--- src/rtl/recip_div_pkg.sv ---
// Shared widths and record types for the reciprocal-multiply divider.
// Assumes an unsigned operand; every derived width follows from DIV_W.
package recip_div_pkg;
    localparam int unsigned DIV_W   = 32;
    localparam int unsigned SHIFT_W = $clog2(DIV_W);
    localparam int unsigned PROD_W  = 2 * DIV_W;
    localparam int unsigned STAGES  = 3;

    // The three constants that describe one divisor.
    typedef struct packed {
        logic [DIV_W-1:0]   recip;
        logic               half_en;
        logic [SHIFT_W-1:0] shift;
    } div_cfg_t;
endpackage

--- src/rtl/recip_div_cfg.sv ---
// Holds the divisor constants. A write lands only while the pipeline is
// idle, so every operand in flight sees one consistent set. There is no
// reset: the constants survive a pipeline reset on purpose.
module recip_div_cfg
    import recip_div_pkg::*;
(
    input  logic     clk,
    input  logic     wr_en,
    input  logic     busy,
    input  div_cfg_t wr_cfg,
    output div_cfg_t cfg_q
);
    // Capture a new constant set when requested and nothing is in flight.
    always_ff @(posedge clk) begin
        if (wr_en && !busy) begin
            cfg_q <= wr_cfg;
        end
    end
endmodule

--- src/rtl/recip_div_mul.sv ---
// Stage 1: forms the full product of operand and reciprocal, or for a zero
// reciprocal puts the operand straight into the high word. Also registers
// the half-operand term used by the next stage (zero unless needed).
module recip_div_mul #(
    parameter int unsigned W = 32
) (
    input  logic         clk,
    input  logic         en,
    input  logic [W-1:0] x,
    input  logic [W-1:0] recip,
    input  logic         half_en,
    output logic [W-1:0] hi_q,
    output logic [W-1:0] lo_q,
    output logic [W-1:0] addend_q
);
    localparam int unsigned PW = 2 * W;

    logic [PW-1:0] prod;
    logic          bypass;

    // Full-width product and power-of-two detection.
    always_comb begin
        prod   = PW'(x) * PW'(recip);
        bypass = (recip == '0);
    end

    // Register the split product and the correction term.
    always_ff @(posedge clk) begin
        if (en) begin
            if (bypass) begin
                hi_q     <= x;
                lo_q     <= '0;
                addend_q <= '0;
            end else begin
                hi_q     <= prod[PW-1:W];
                lo_q     <= prod[W-1:0];
                addend_q <= half_en ? (x >> 1) : '0;
            end
        end
    end
endmodule

--- src/rtl/recip_div_fix.sv ---
// Stage 2: adds the half-operand term into the low word and carries into
// the high word. Assumes the sum never overflows the high word, which
// holds for any 32-bit reciprocal and operand.
module recip_div_fix #(
    parameter int unsigned W = 32
) (
    input  logic         clk,
    input  logic         en,
    input  logic [W-1:0] hi,
    input  logic [W-1:0] lo,
    input  logic [W-1:0] addend,
    output logic [W-1:0] hi_q
);
    logic [W:0] low_sum;

    // Low-word addition; only its carry is kept.
    always_comb begin
        low_sum = {1'b0, lo} + {1'b0, addend};
    end

    // Propagate the carry into the high word.
    always_ff @(posedge clk) begin
        if (en) begin
            hi_q <= hi + W'(low_sum[W]);
        end
    end
endmodule

--- src/rtl/recip_div_shr.sv ---
// Stage 3: final logical right shift of the corrected high word.
module recip_div_shr #(
    parameter int unsigned W  = 32,
    parameter int unsigned SW = 5
) (
    input  logic          clk,
    input  logic          en,
    input  logic [W-1:0]  hi,
    input  logic [SW-1:0] shift,
    output logic [W-1:0]  quot_q
);
    // Register the shifted quotient.
    always_ff @(posedge clk) begin
        if (en) begin
            quot_q <= hi >> shift;
        end
    end
endmodule

--- src/rtl/recip_div.sv ---
// Constant divider top. It joins the constant store and the three stages,
// and runs one valid bit per stage. All stages advance together whenever
// the last stage is empty or its quotient is being taken. Assumes the
// constants were worked out for the wanted divisor beforehand.
module recip_div
    import recip_div_pkg::*;
(
    input  logic               clk,
    input  logic               rst_n,
    input  logic               cfg_we,
    input  logic [DIV_W-1:0]   cfg_recip,
    input  logic               cfg_half,
    input  logic [SHIFT_W-1:0] cfg_shift,
    input  logic               in_valid,
    output logic               in_ready,
    input  logic [DIV_W-1:0]   in_data,
    output logic               out_valid,
    input  logic               out_ready,
    output logic [DIV_W-1:0]   out_quot
);
    logic [STAGES-1:0] vld;
    logic              advance;
    logic              busy;
    div_cfg_t          cfg_q;
    div_cfg_t          cfg_new;
    logic [DIV_W-1:0]  s1_hi, s1_lo, s1_add;
    logic [DIV_W-1:0]  s2_hi;

    // Global advance and the busy condition that blocks writes.
    always_comb begin
        advance   = !vld[STAGES-1] || out_ready;
        in_ready  = advance;
        out_valid = vld[STAGES-1];
        busy      = (|vld) || (in_valid && advance);
        cfg_new   = '{recip: cfg_recip, half_en: cfg_half, shift: cfg_shift};
    end

    // Stage valid chain, cleared by synchronous reset.
    always_ff @(posedge clk) begin
        if (!rst_n) begin
            vld <= '0;
        end else if (advance) begin
            vld <= {vld[STAGES-2:0], in_valid};
        end
    end

    recip_div_cfg u_cfg (
        .clk    (clk),
        .wr_en  (cfg_we),
        .busy   (busy),
        .wr_cfg (cfg_new),
        .cfg_q  (cfg_q)
    );

    recip_div_mul #(.W(DIV_W)) u_mul (
        .clk      (clk),
        .en       (advance),
        .x        (in_data),
        .recip    (cfg_q.recip),
        .half_en  (cfg_q.half_en),
        .hi_q     (s1_hi),
        .lo_q     (s1_lo),
        .addend_q (s1_add)
    );

    recip_div_fix #(.W(DIV_W)) u_fix (
        .clk    (clk),
        .en     (advance),
        .hi     (s1_hi),
        .lo     (s1_lo),
        .addend (s1_add),
        .hi_q   (s2_hi)
    );

    recip_div_shr #(.W(DIV_W), .SW(SHIFT_W)) u_shr (
        .clk    (clk),
        .en     (advance),
        .hi     (s2_hi),
        .shift  (cfg_q.shift),
        .quot_q (out_quot)
    );
endmodule

--- config.mk ---
export PLATFORM = sky130hd
export DESIGN_NAME = recip_div
export DESIGN_NICKNAME = d
export VERILOG_FILES = /design/src/rtl/recip_div_pkg.sv /design/src/rtl/recip_div_cfg.sv /design/src/rtl/recip_div_mul.sv /design/src/rtl/recip_div_fix.sv /design/src/rtl/recip_div_shr.sv /design/src/rtl/recip_div.sv
export SDC_FILE = /design/constraint.sdc
export NUM_CORES = 2
export LEC_CHECK = 0
export ABC_AREA = 1
export ABC_CLOCK_PERIOD_IN_PS = 21500
export BUFFER_PORTS_ARGS = -buffer_cell sky130_fd_sc_hd__buf_2
export CORE_ASPECT_RATIO = 1.5
export CORE_MARGIN = 10
export CORE_UTILIZATION = 60
export CTS_CLUSTER_DIAMETER = 80
export DETAILED_ROUTE_END_ITERATION = 10
export GPL_TIMING_DRIVEN = 0
export PLACE_DENSITY = 0.83
export SLEW_MARGIN = 20
export SYNTH_ARGS = -nofsm -noshare
export SYNTH_HDL_FRONTEND = slang
export SYNTH_HIERARCHICAL = 1
export SYNTH_SLANG_ARGS = --single-unit
--- constraint.sdc ---
create_clock -name clk -period 21.5 [get_ports clk]
set_input_delay 2.15 -clock clk [delete_from_list [all_inputs] [get_ports clk]]
set_output_delay 2.15 -clock clk [all_outputs]
set_load 0.05 [all_outputs]
==> results_dict.tcl <==
set metrics [dict create \
    status "completed" \
    drc 0 \
    cp-end-kind "flip-flop" \
    clock_sinks 200 \
    numPortBuffers 76 \
    seq_area_frac_synth 0.130 \
    drv_slew 0 \
    crit_type "input port to flip-flop" \
    cap_violations 0 \
    drtIter0Drc 4037 \
    die_w_um 246 \
    yosysTopAreaCell "fa_1" \
    synth-seq-cells 200 \
    n_fill_cell 6797 \
    synthesis.nets 7283 \
    grt_pass1_vias 42300 \
    seq_area_um2 5980 \
    grt_antenna_before_repair 7 \
    grt_max_degree 95 \
    vias_per_cell 5.68 \
    root_buffer "clkbuf_16" \
    dr.pass1.iters 7 \
    area_delta_synth_final_pct 5.22 \
    timing.final.crit_share 0.487 \
    num_io_pins 109 \
    rows 124 \
    synth_area_um2 46000 \
    startpoint_type "input port" \
    multi_input_area_um2 32100 \
    place_area_um2 47700 \
    r2r_cells 28 \
    grt_pass1_wl_um 272000 \
    holdWs_ps 494 \
    cts.repair.resized 0 \
    hp-class "flip-flop to flip-flop" \
    grt.overflow.total 0 \
    gp_congestion 1.10 \
    synthCells 6015 \
    die_y_um 359 \
    setup_tns_ps 0 \
    synth_most_common_cell "nand2_1" \
    hold_depth 2 \
    final_net_count 7381 \
    core-area_um2 76200 \
    slew_headroom 0.147 \
    dp_hpwl_um 156000 \
    clkTransAtPathRegs_ps 80 \
    worst_slew_pin_slew_ps 1280 \
    cts_tree "built" \
    skew_ps 29.1 \
    start_util 0.604 \
    synth.avg_cell_area_um2 7.65 \
    final_layout_size_suffix_gt1_frac 0.0294 \
    dieArea_um2 88400 \
    wire_per_inst_um 26.2 \
    final_hold_viol_count 0 \
    setup_viol 0 \
    cp_max_fo 10 \
    routed_wl_um 187000 \
    rsz0062_at_grt "no" \
    async_reset_ff_frac 0 \
    htree_levels 4 \
    vias 40600 \
    synth_top_area_frac 0.390 \
    synthFlopType "edfxtp_1" \
    crit_arrival_ps 10720 \
    final_area_um2 48400 \
    required_ps 21760 \
    fmax_mhz 95.5 \
    cts_buffers 17 \
    fin_crit_ps 10470 \
    cts_hold_buf 0 \
    clockBufferDepth 2 \
    clock_latency_ps 520 \
    synth-edff-count 197 \
    synthTopCellsByCount "1798 x nand2_1, 1784 x inv_1, 896 x fa_1, 297 x ha_1, 272 x nand3_1" \
    yosys_warnings 6 \
    cts_setup_buffers 0 \
    ant_nets 0 \
    grt_usage 0.433 \
    ys_top_cells_by_area "fa_1 39%, nand2_1 15%, inv_1 15%" \
    ys_types 42 \
]
[area by class of cell]
class | count | area share
Clock inverter | 15 | 0.00393
Timing Repair Buffer | 79 | 0.00941
Sequential cell | 200 | 0.123
Inverter | 1788 | 0.139
Multi-Input combinational cell | 3727 | 0.664
Buffer | 300 | 0.0252
Clock buffer | 17 | 0.00879
Antenna cell | 10 | 0.000517
Tap cell | 1008 | 0.0261
[path summary, 6_finish.rpt]
check | from | to | slack, ps
worst min register to register | vld[1] | vld[2] | 490
worst min-delay path | vld[1] | vld[2] | 490
worst max-delay path | in_data[22] | u_mul/hi_q[16] | 11030
worst max register to register | u_cfg/cfg_q[19] | u_mul/hi_q[16] | 12390
[worst max-delay path, stage by stage]
cell and delay [ps]:
clkbuf_1 820, clkbuf_1 800, nand2_1 110, inv_1 110
fa_1 450, fa_1 560, inv_1 170, fa_1 540
fa_1 410, inv_1 290, fa_1 530, fa_1 510
fa_1 570, inv_1 70, fa_1 480, inv_1 40
ha_1 380, nand2_1 140, nor2_1 270, inv_1 100
nor2_1 210, nand2_1 270, nor3_1 210, nand2_1 140
nand3_1 160, nand2_1 60, nand3_1 80, nand2_1 50
[state kept, by name (all words and copies together) (netlist names)]
signal and cells:
vld 3, u_fix/hi_q 32, u_mul/addend_q 31, u_shr/quot_q 32, u_cfg/cfg_q 38, u_mul/hi_q 32, u_mul/lo_q 32
[stage by stage]
step,util,std cells,setup WS [ps]
2_1_floorplan,-,6015,13110
4_1_cts,0.635,7134,11350
3_5_place_dp,0.627,7102,10830
3_3_place_gp,0.625,7099,10680
6_report,0.635,7144,11030
5_1_grt,0.635,7137,10990
[cells in the final DEF, fill, tap and decap left out, types with 10 or more instances in the layout]
cell type / n
a21oi_1: 84
buf_2: 95
clkbuf_1: 246
clkbuf_16: 17
clkbuf_2: 21
diode_2: 10
edfxtp_1: 197
fa_1: 896
ha_1: 297
inv_1: 1784
nand2_1: 1798
nand3_1: 272
nand3b_1: 12
nand4_1: 16
nor2_1: 209
nor3_1: 23
o21ai_0: 30
o21ai_1: 11
xnor2_1: 14
xor2_1: 18
[layer usage]
metal	share of wire	global-route usage	vias to the layer above
met5	0.000064	0	-
met4	0.12	0.416	2
met3	0.10	0.112	938
met2	0.47	0.698	2612
met1	0.31	0.447	19800
li1	-	-	17300
[cell families (layout without fill, tap and decap cells)]
kind of cell,Yosys count,in the layout,synth area share
buf+inv,2088,2199,0.172
xor+xnor,32,32,0.00609
compound gates,139,139,0.0159
other cells,1,11,0.0000815
simple gates,2362,2362,0.205
flops,200,200,0.130
fa+ha+maj,1193,1193,0.471
Power is left out: the tool's default activity adds up to more than one toggle a clock period on the data nets, which glitch-free logic cannot reach.
